File: src/rtl/pn_pkg.sv
package pn_pkg;

  typedef enum logic {
    PN_FIXED    = 1'b0,
    PN_SHUFFLED = 1'b1
  } pn_order_e;

  // Width needed to hold values 0..n-1, at least one bit.
  function automatic int pn_bits(input int n);
    return (n > 1) ? $clog2(n) : 1;
  endfunction

endpackage

File: src/rtl/pn_slot_seq.sv
// Minor-slot sequencer: slot 0 commits, slots 1..NT each select one transition.
module pn_slot_seq
  import pn_pkg::*;
#(
  parameter int NT = 5,
  parameter int TW = pn_bits(NT),
  parameter int LW = 16,
  parameter logic [LW-1:0] SEED = 16'hACE1,
  parameter logic [LW-1:0] TAPS = 16'hB400
) (
  input  logic          clk,
  input  logic          rst_n,
  input  pn_order_e     order_i,
  output logic          commit_o,
  output logic          active_o,
  output logic [TW-1:0] tsel_o
);

  localparam int SW = pn_bits(NT + 1);
  localparam logic [SW-1:0] LAST = SW'(NT);
  localparam logic [TW-1:0] TOP = TW'(NT - 1);
  localparam logic [TW:0] NTX = (TW + 1)'(NT);

  logic [SW-1:0] slot_q, slot_n;
  logic [LW-1:0] lfsr_q, lfsr_n;
  pn_order_e     ord_q, ord_n;
  logic [TW-1:0] off_q, off_n;
  logic          rev_q, rev_n;
  logic          at_commit;

  logic [TW-1:0] k, kr;
  logic [TW:0]   sum, wrapped;

  assign at_commit = (slot_q == '0);

  // next state
  always_comb begin
    slot_n = (slot_q == LAST) ? '0 : slot_q + 1'b1;
    lfsr_n = {1'b0, lfsr_q[LW-1:1]} ^ (lfsr_q[0] ? TAPS : '0);
    ord_n  = order_i;
    off_n  = TW'(lfsr_q % LW'(NT));
    rev_n  = lfsr_q[LW-1];
  end

  // slot-to-transition mapping for the current major cycle
  always_comb begin
    k       = TW'(slot_q - 1'b1);
    kr      = rev_q ? (TOP - k) : k;
    sum     = {1'b0, kr} + {1'b0, off_q};
    wrapped = (sum >= NTX) ? (sum - NTX) : sum;
    tsel_o  = (ord_q == PN_FIXED) ? k : wrapped[TW-1:0];
  end

  assign commit_o = at_commit;
  assign active_o = !at_commit;

  // registers
  always_ff @(posedge clk or negedge rst_n) begin
    if (!rst_n) begin
      slot_q <= '0;
      lfsr_q <= SEED;
    end else begin
      slot_q <= slot_n;
      lfsr_q <= lfsr_n;
    end
  end

  always_ff @(posedge clk or negedge rst_n) begin
    if (!rst_n) begin
      ord_q <= PN_FIXED;
      off_q <= '0;
      rev_q <= 1'b0;
    end else if (at_commit) begin
      ord_q <= ord_n;
      off_q <= off_n;
      rev_q <= rev_n;
    end
  end

endmodule

File: src/rtl/pn_fire_eval.sv
// Enabling test and arc fan-out for the transition owning the current slot.
module pn_fire_eval #(
  parameter int NP = 4,
  parameter int NT = 5,
  parameter int TW = 3,
  parameter logic [NT*NP-1:0] IN_MAT  = '0,
  parameter logic [NT*NP-1:0] OUT_MAT = '0
) (
  input  logic          active_i,
  input  logic [TW-1:0] tsel_i,
  input  logic [NP-1:0] avail_i,
  output logic [NT-1:0] fire_o,
  output logic [NP-1:0] take_o,
  output logic [NP-1:0] give_o
);

  for (genvar t = 0; t < NT; t++) begin : g_tr
    localparam logic [NP-1:0] IROW = IN_MAT[t*NP +: NP];
    assign fire_o[t] = active_i && (tsel_i == TW'(t)) && (&(avail_i | ~IROW));
  end

  always_comb begin
    take_o = '0;
    give_o = '0;
    for (int t = 0; t < NT; t++) begin
      if (fire_o[t]) begin
        take_o = take_o | IN_MAT[t*NP +: NP];
        give_o = give_o | OUT_MAT[t*NP +: NP];
      end
    end
  end

endmodule

File: src/rtl/pn_place.sv
// One place: committed count, pending-incoming accumulator, saturation flag.
module pn_place #(
  parameter int CW = 3,
  parameter int IW = 3,
  parameter logic [CW-1:0] INIT_V = '0
) (
  input  logic          clk,
  input  logic          rst_n,
  input  logic          commit_i,
  input  logic          take_i,
  input  logic          give_i,
  output logic [CW-1:0] count_o,
  output logic          ovf_o
);

  localparam int SUMW = ((CW > IW) ? CW : IW) + 1;
  localparam logic [SUMW-1:0] CAP = {{(SUMW-CW){1'b0}}, {CW{1'b1}}};

  logic [CW-1:0]   cnt_q, cnt_n;
  logic [IW-1:0]   inc_q, inc_n;
  logic            ovf_q, ovf_n;
  logic [SUMW-1:0] sum;
  logic            en;

  always_comb begin
    sum   = SUMW'(cnt_q) + SUMW'(inc_q);
    cnt_n = cnt_q;
    inc_n = inc_q;
    ovf_n = ovf_q;
    if (commit_i) begin
      if (sum > CAP) begin
        cnt_n = '1;
        ovf_n = 1'b1;
      end else begin
        cnt_n = sum[CW-1:0];
      end
      inc_n = '0;
    end else begin
      if (take_i) cnt_n = cnt_q - 1'b1;
      if (give_i) inc_n = inc_q + 1'b1;
    end
  end

  assign en = commit_i | take_i | give_i;

  always_ff @(posedge clk or negedge rst_n) begin
    if (!rst_n) begin
      cnt_q <= INIT_V;
      inc_q <= '0;
      ovf_q <= 1'b0;
    end else if (en) begin
      cnt_q <= cnt_n;
      inc_q <= inc_n;
      ovf_q <= ovf_n;
    end
  end

  assign count_o = cnt_q;
  assign ovf_o   = ovf_q;

endmodule

File: src/rtl/pn_engine.sv
// Time-slotted marked Petri net engine (top).
module pn_engine
  import pn_pkg::*;
#(
  parameter int NP = 4,
  parameter int NT = 5,
  parameter int CW = 3,
  parameter logic [NT*NP-1:0] IN_MAT  = 20'h10C21,
  parameter logic [NT*NP-1:0] OUT_MAT = 20'h481C2,
  parameter logic [NP*CW-1:0] INIT    = 12'h002,
  parameter int LW = 16,
  parameter logic [LW-1:0] SEED = 16'hACE1
) (
  input  logic          clk,
  input  logic          rst_n,
  input  logic          mode,
  output logic [NP*CW-1:0] marking,
  output logic [NT-1:0] fire,
  output logic          boundary,
  output logic          overflow
);

  localparam int TW = pn_bits(NT);
  localparam int IW = pn_bits(NT + 1);

  logic          commit, active;
  logic [TW-1:0] tsel;
  logic [NP-1:0] avail, take, give, ovf;
  logic [NT-1:0] fire_now;
  logic [CW-1:0] cnt [NP];

  logic [NT-1:0] fire_q, fire_n;
  logic          bnd_q, bnd_n;

  pn_slot_seq #(
    .NT(NT), .TW(TW), .LW(LW), .SEED(SEED)
  ) u_seq (
    .clk(clk), .rst_n(rst_n), .order_i(pn_order_e'(mode)),
    .commit_o(commit), .active_o(active), .tsel_o(tsel)
  );

  pn_fire_eval #(
    .NP(NP), .NT(NT), .TW(TW), .IN_MAT(IN_MAT), .OUT_MAT(OUT_MAT)
  ) u_eval (
    .active_i(active), .tsel_i(tsel), .avail_i(avail),
    .fire_o(fire_now), .take_o(take), .give_o(give)
  );

  for (genvar p = 0; p < NP; p++) begin : g_pl
    pn_place #(
      .CW(CW), .IW(IW), .INIT_V(INIT[p*CW +: CW])
    ) u_place (
      .clk(clk), .rst_n(rst_n), .commit_i(commit),
      .take_i(take[p]), .give_i(give[p]),
      .count_o(cnt[p]), .ovf_o(ovf[p])
    );
    assign avail[p] = |cnt[p];
    assign marking[p*CW +: CW] = cnt[p];
  end

  always_comb begin
    fire_n = fire_now;
    bnd_n  = commit;
  end

  always_ff @(posedge clk or negedge rst_n) begin
    if (!rst_n) begin
      fire_q <= '0;
      bnd_q  <= 1'b0;
    end else begin
      fire_q <= fire_n;
      bnd_q  <= bnd_n;
    end
  end

  assign fire     = fire_q;
  assign boundary = bnd_q;
  assign overflow = |ovf;

endmodule

File: config.mk
export PLATFORM = sky130hd
export DESIGN_NAME = pn_engine
export DESIGN_NICKNAME = d
export VERILOG_FILES = /design/src/rtl/pn_pkg.sv /design/src/rtl/pn_slot_seq.sv /design/src/rtl/pn_fire_eval.sv /design/src/rtl/pn_place.sv /design/src/rtl/pn_engine.sv
export SDC_FILE = /design/constraint.sdc
export NUM_CORES = 1
export LEC_CHECK = 0
export ABC_CLOCK_PERIOD_IN_PS = 12900
export BUFFER_PORTS_ARGS = -buffer_cell sky130_fd_sc_hd__buf_4
export CAP_MARGIN = 20
export CORE_MARGIN = 3
export CORE_UTILIZATION = 55
export CTS_CLUSTER_DIAMETER = 40
export DETAILED_ROUTE_END_ITERATION = 8
export GPL_TIMING_DRIVEN = 0
export PLACE_DENSITY = 0.8
export SYNTH_ARGS = -nofsm -noshare
export SYNTH_HDL_FRONTEND = slang
export SYNTH_SLANG_ARGS = --single-unit
File: constraint.sdc
create_clock -name clk -period 12.9 [get_ports clk]
set_input_delay 2.58 -clock clk [delete_from_list [all_inputs] [get_ports clk]]
set_output_delay 2.58 -clock clk [all_outputs]
set_load 0.05 [all_outputs]
==> qor.csv, run 1 <==
metric,value,unit
H-Tree Depth,3,
HP Class,reg2reg,
Max IR drop VDD,105,µV
multiplexer share of the synthesized area,1.96,%
Yosys warning count,0,
GR peak layer,met2,
met3 Track Usage GR,4.21,%
Clock transition at path regs,70,ps
Main synth FF type,dfrtp_1,
largest family of logic cells by synthesized area,compound AO/OA/AOI/OAI gates,
die width,99.2,µm
vias in the first global route,4065,
R2R Setup Slk,5760,ps
Worst Path Arrival,7400,ps
area growth from synthesis to layout,10.4,%
global-route wire length before repair,18.7,mm
Period minus WS final,7140,ps
Gate Count Post-Synth,538,
Post-CTS Repair Setup Buffers,0,
Slew headroom,53.0,%
"Buf+Inv Stages, Crit Path",5,
routed via count,4253,
TritonCTS buffer count,9,
crit share post-route,55.4,%
Crit Path Category,reg2reg,
WHS Path Cells,0,
Max Cap Viol,0,
critical path launch point type,register,
most frequent cells in the layout,"nor2_1, dfrtp_1, nand2_1, ha_1, inv_1",
Max Fclk,140,MHz
"commonest non-fill, non-tap cell in the layout",nor2_1,
routed len/inst,16.1,µm
max-slew violations,0,
Worst path max stage delay,570,ps
Starting Density,57.3,%
GRT Resource Usage Total,22.8,%
share of cells above drive strength 1,14.9,%
die area,9850,µm²
"Hold-fix buffers, CTS",0,
CP max FO,10,
Chip Height,99.2,µm
post-synth net total,584,
clk_lat worst skew,340,ps
RePlAce Congestion,0.910,
P_leak,0.00251,µW
RSZ-0062 raised after global routing,false,
Avg Inst Size Synth,8.89,µm²
I/O Buffers,21,
total I/O pin count,22,
"Cell Area, Synth",4780,µm²
n_diodes,0,
Slew @ Worst Pin,705,ps
Total Neg Setup Slack,0,ps
post-DP HPWL,8.05,mm
Post-DRT Antenna Nets,0,
post-synthesis compound-gate area fraction,22.6,%
Critical Path Stages,28,
CTS tree,done,
# setup viols final,0,
Top delay family on crit path,simple AND/OR/NAND/NOR gates,
status,finished clean,
Async SR Flop Fraction,100,%
total DRC errors in the routed layout,0,
core footprint,8340,µm²
Starting DRT DRC Count,273,
Root Buffer Master,clkbuf_8,
Final nets,617,
Yosys reg bits,58,
row count,33,
Vias/cell,6.25,
post-CTS resize count,0,
Worst setup EP type,register,
Post-Synth XOR/XNOR Area,5.31,%
synth unique cells,87,
initial antenna violation count,0,
global route overflow,0,
clock tree sinks,58,
CTS Buffer Depth,2,
met1 usage,30.9,%
"Max stage delay cell, worst path",dfstp_2,
sequential area share after synthesis,30.6,%
Post-Synth Adder-Cell Area,12.0,%
clk_skew,8.69,ps
maximum number of pins on one net before global-route repair,59,
DRT Pass-1 Iters,5,
R2R depth,28,
Worst EP required,13160,ps
area share of and/or/nand/nor cells after synthesis,22.0,%
met2 GRT Util,37.0,%
Util after Layout,63.3,%
final hold violation count,0,
final wirelength,11.0,mm
Worst path most repeated cell,inv_1,
PD cells,79.9,nW/µm²
Post-synth EDFFs,0,
worst register-to-register path: cells and delay by family (launching register included):
kind,cells,cell delay [ps]
flops,1,570
simple gates,10,2330
fa+ha+maj,2,360
mux,2,800
buf+inv,5,860
compound gates,9,2160
cell usage after synthesis (7+ instances only):
cell type	number	area [µm²]
nor2_1	56	210
dfrtp_1	49	1230
nand2_1	41	154
ha_1	38	475
inv_1	34	128
a21oi_1	22	110
xnor2_1	17	149
nand3_1	15	75.1
clkbuf_1	12	45.0
o21ai_0	12	60.1
xor2_1	12	105
a211oi_1	10	75.1
a31oi_1	10	62.6
dfstp_2	9	236
nor4_1	8	50.1
and3_1	7	43.8
o21ai_1	7	35.0
or3_1	7	43.8
through the flow:
step	cells	power, µW	setup slack (ps)	cell area (µm²)	hold WS [ps]
floorplan	538	234	6810	4780	352
global placement	664	252	6080	5070	361
detailed placement	665	254	5960	5070	369
CTS	681	425	5850	5280	390
global route	681	440	5350	5280	392
finish	681	422	5760	5280	392
layer usage:
metal,share of wire [%],up-vias
met5,0,-
met4,1.8,0
met3,5.0,22
met2,49,136
met1,44,2057
li1,-,2038
flip-flops by register name, summed over array words and instances (netlist names):
signal,count
boundary,1
fire,5
g_pl.u_place.count_o,12
g_pl.u_place.inc_q,12
g_pl.u_place.ovf_o,4
u_seq.lfsr_q,16
u_seq.off_q,3
u_seq.ord_q,1
u_seq.rev_q,1
u_seq.slot_q,3
where the power goes:
part	internal (µW)	total [µW]	switching, µW
Clock	98.6	171	72.6
Sequential	188	195	7.04
Combinational	18.6	55.5	36.9
kinds of logic (layout without fill, tap and decap cells):
group,count (synthesis),in the layout
AND/OR/NAND/NOR,197,197
AO/OA/AOI/OAI,140,140
buffers and inverters,62,100
flip-flops,58,58
adder cells (fa/ha/maj),43,43
XOR/XNOR,29,29
multiplexers,9,9
area by class of cell:
cell class              count  area [µm²]
repair buffers             22         163
plain buffers              25         126
inverters                  37         139
clock buffers              11         151
flip-flops and latches     58        1460
multi-input cells         418        3050
well taps                 105         131
clock inverters             5        52.6
fillers                   688        3060
final timing paths:
kind	from	end
max	u_seq.lfsr_q[10]$_DFF_PN1_	u_seq.off_q[1]$_DFFE_PN0P_
min	u_seq.lfsr_q[0]$_DFF_PN1_	u_seq.lfsr_q[15]$_DFF_PN1_
max reg2reg	u_seq.lfsr_q[10]$_DFF_PN1_	u_seq.off_q[1]$_DFFE_PN0P_
min reg2reg	u_seq.lfsr_q[0]$_DFF_PN1_	u_seq.lfsr_q[15]$_DFF_PN1_
max in group asynchronous	rst_n	g_pl[0].u_place.inc_q[2]$_DFFE_PN0P_
min in group asynchronous	rst_n	g_pl[1].u_place.inc_q[0]$_DFFE_PN0P_
Note: power is estimated with default switching activity, not from simulation.
==> inputs of run 2 (changes only) <==
Settings changed: ABC_CLOCK_PERIOD_IN_PS 12900 to 6400, PLACE_DENSITY 0.8 to 0.82.
Clock period 12.9 ns to 6.4 ns, I/O delays scaled along.
==> run 2 against run 1 <==
Against the previous run:
- the run now ends with negative setup slack left
- global-route usage is 2.2 points higher
- cell count is 6.6% higher
- critical path depth is 1 higher
- first-iteration DRC count is 12% higher
- worst hold slack worse by 15 ps
- critical path type unchanged
- critical endpoint unchanged
- largest cell class unchanged
- highest routed layer unchanged
==> qor.csv, run 2 (synthesis gave the netlist of run 1 again) <==
metric,value,unit,change
Max IR drop VDD,196,µV,was 105 µV
vias in the first global route,4400,,was 4065
Post-DRT Antenna Nets,0,,unchanged
Final nets,662,,was 617
TritonCTS buffer count,9,,unchanged
I/O Buffers,21,,unchanged
area growth from synthesis to layout,24.9,%,was 10.4%
core footprint,8340,µm²,unchanged
crit share post-route,104,%,was 55.4%
share of cells above drive strength 1,26.9,%,was 14.9%
Tot Pwr,827,µW,was 422 µW
routed via count,4629,,was 4253
Root Buffer Master,clkbuf_8,,unchanged
Worst path most repeated cell,buf_6,,was inv_1
initial antenna violation count,0,,unchanged
row count,33,,unchanged
max-slew violations,0,,unchanged
RePlAce Congestion,0.887,,was 0.910
die width,99.2,µm,unchanged
HP Class,reg2reg,,unchanged
"Hold-fix buffers, CTS",0,,unchanged
# setup viols final,3,,was 0
Slew @ Worst Pin,707,ps,was 705 ps
clk_skew,10.6,ps,was 8.69 ps
Clock transition at path regs,60,ps,was 70 ps
GRT Resource Usage Total,25.0,%,was 22.8%
Util after Layout,71.6,%,was 63.3%
Worst EP required,6660,ps,was 13160 ps
"commonest non-fill, non-tap cell in the layout",buf_4,,was nor2_1
DRT Pass-1 Iters,7,,was 5
Final WS setup,-280,ps,was 5760 ps
placed inst area,5070,µm²,unchanged
Vias/cell,6.38,,was 6.25
most frequent cells in the layout,"buf_4, nor2_1, dfrtp_1, nand2_1, ha_1",,"was nor2_1, dfrtp_1, nand2_1, ha_1, inv_1"
Worst Path Arrival,6940,ps,was 7400 ps
clk_lat worst skew,340,ps,about the same
Max Fclk,150,MHz,was 140 MHz
PD cells,139,nW/µm²,was 79.9 nW/µm²
global route overflow,0,,unchanged
die area,9850,µm²,unchanged
Chip Height,99.2,µm,unchanged
global-route wire length before repair,20.4,mm,was 18.7 mm
CTS tree,done,,unchanged
Largest register FFs,16,,unchanged
final wirelength,13.0,mm,was 11.0 mm
clock tree sinks,58,,unchanged
maximum number of pins on one net before global-route repair,59,,unchanged
CP max FO,8,,was 10
critical path launch point type,register,,unchanged
Worst setup EP type,register,,unchanged
RSZ-0062 raised after global routing,true,,was false
P_leak,0.00278,µW,was 0.00251 µW
Starting DRT DRC Count,305,,was 273
H-Tree Depth,3,,unchanged
status,"complete, but fails checks",,was finished clean
Crit Path Category,reg2reg,,unchanged
Biggest register,u_seq.lfsr_q,,unchanged
Period minus WS final,6680,ps,was 7140 ps
post-DP HPWL,8.01,mm,was 8.05 mm
failing checks,negative setup slack,,
Slew headroom,52.9,%,was 53.0%
Worst path max stage delay,560,ps,was 570 ps
final instance area,5970,µm²,was 5280 µm²
CTS Buffer Depth,2,,unchanged
Max Cap Viol,0,,unchanged
Starting Density,57.3,%,unchanged
routed len/inst,17.9,µm,was 16.1 µm
final hold violation count,0,,unchanged
"Max stage delay cell, worst path",dfstp_2,,unchanged
total DRC errors in the routed layout,0,,unchanged
total I/O pin count,22,,unchanged
n_diodes,0,,unchanged
run 2: per-layer routing:
metal  vias to the layer above  share of wire, %  GRT usage [%]
met2                       200                51           42.0
met4                         0               2.7           9.98
met1                      2252                41           32.0
met3                        48               5.5           4.42
li1                       2129                 -              -
met5                         -                 0              0
run 2: critical path: cells and delay by family, from the launching register on:
kind,cells,cell delay (ps)
AO/OA/AOI/OAI,11,3040
buffers and inverters,6,620
adder cells (fa/ha/maj),2,350
flip-flops,1,560
XOR/XNOR,1,90
AND/OR/NAND/NOR,9,1930
run 2: worst paths after layout:
check / slack, ps / from / to / depth (start not counted)
max: -280 / u_seq.lfsr_q[10]$_DFF_PN1_ / u_seq.off_q[1]$_DFFE_PN0P_ / 29
min reg2reg: 380 / u_seq.lfsr_q[3]$_DFF_PN0_ / u_seq.lfsr_q[2]$_DFF_PN0_ / 0
min: 380 / u_seq.lfsr_q[3]$_DFF_PN0_ / u_seq.lfsr_q[2]$_DFF_PN0_ / 0
min in group asynchronous: 980 / rst_n / fire[0]$_DFF_PN0_ / 1
max reg2reg: -280 / u_seq.lfsr_q[10]$_DFF_PN1_ / u_seq.off_q[1]$_DFFE_PN0P_ / 29
max in group asynchronous: 4950 / rst_n / g_pl[3].u_place.inc_q[0]$_DFFE_PN0P_ / 1
run 2: per-stage QoR:
step / hold slack (ps) / std cells / setup TNS [ps] / worst slack, ps
final: 377 / 726 / -708 / -280
after global routing: 388 / 726 / -1200 / -422
after CTS: 383 / 701 / 0 / 5.39
after detailed placement: 368 / 665 / -1380 / -594
after global placement: 361 / 664 / -968 / -449
after floorplan: 352 / 538 / 0 / 311
run 2: timing repair:
action                                  CTS  global route
gates resized for setup                  35            41
pin swaps                                15            30
endpoints found under the setup margin    3             3
buffers inserted                         20            25
run 2: final cells by class:
cell class | instances | area, µm²
Tap cell | 105 | 131
Timing Repair Buffer | 67 | 512
Clock inverter | 4 | 25.0
Clock buffer | 12 | 165
Buffer | 25 | 161
Fill cell | 598 | 2370
Sequential cell | 58 | 1460
Multi-Input combinational cell | 418 | 3370
Inverter | 37 | 139
run 2: power breakdown:
group	internal (µW)	switching (µW)
logic	37.8	76.6
clock network	171	148
registers	379	15.8
total	587	240
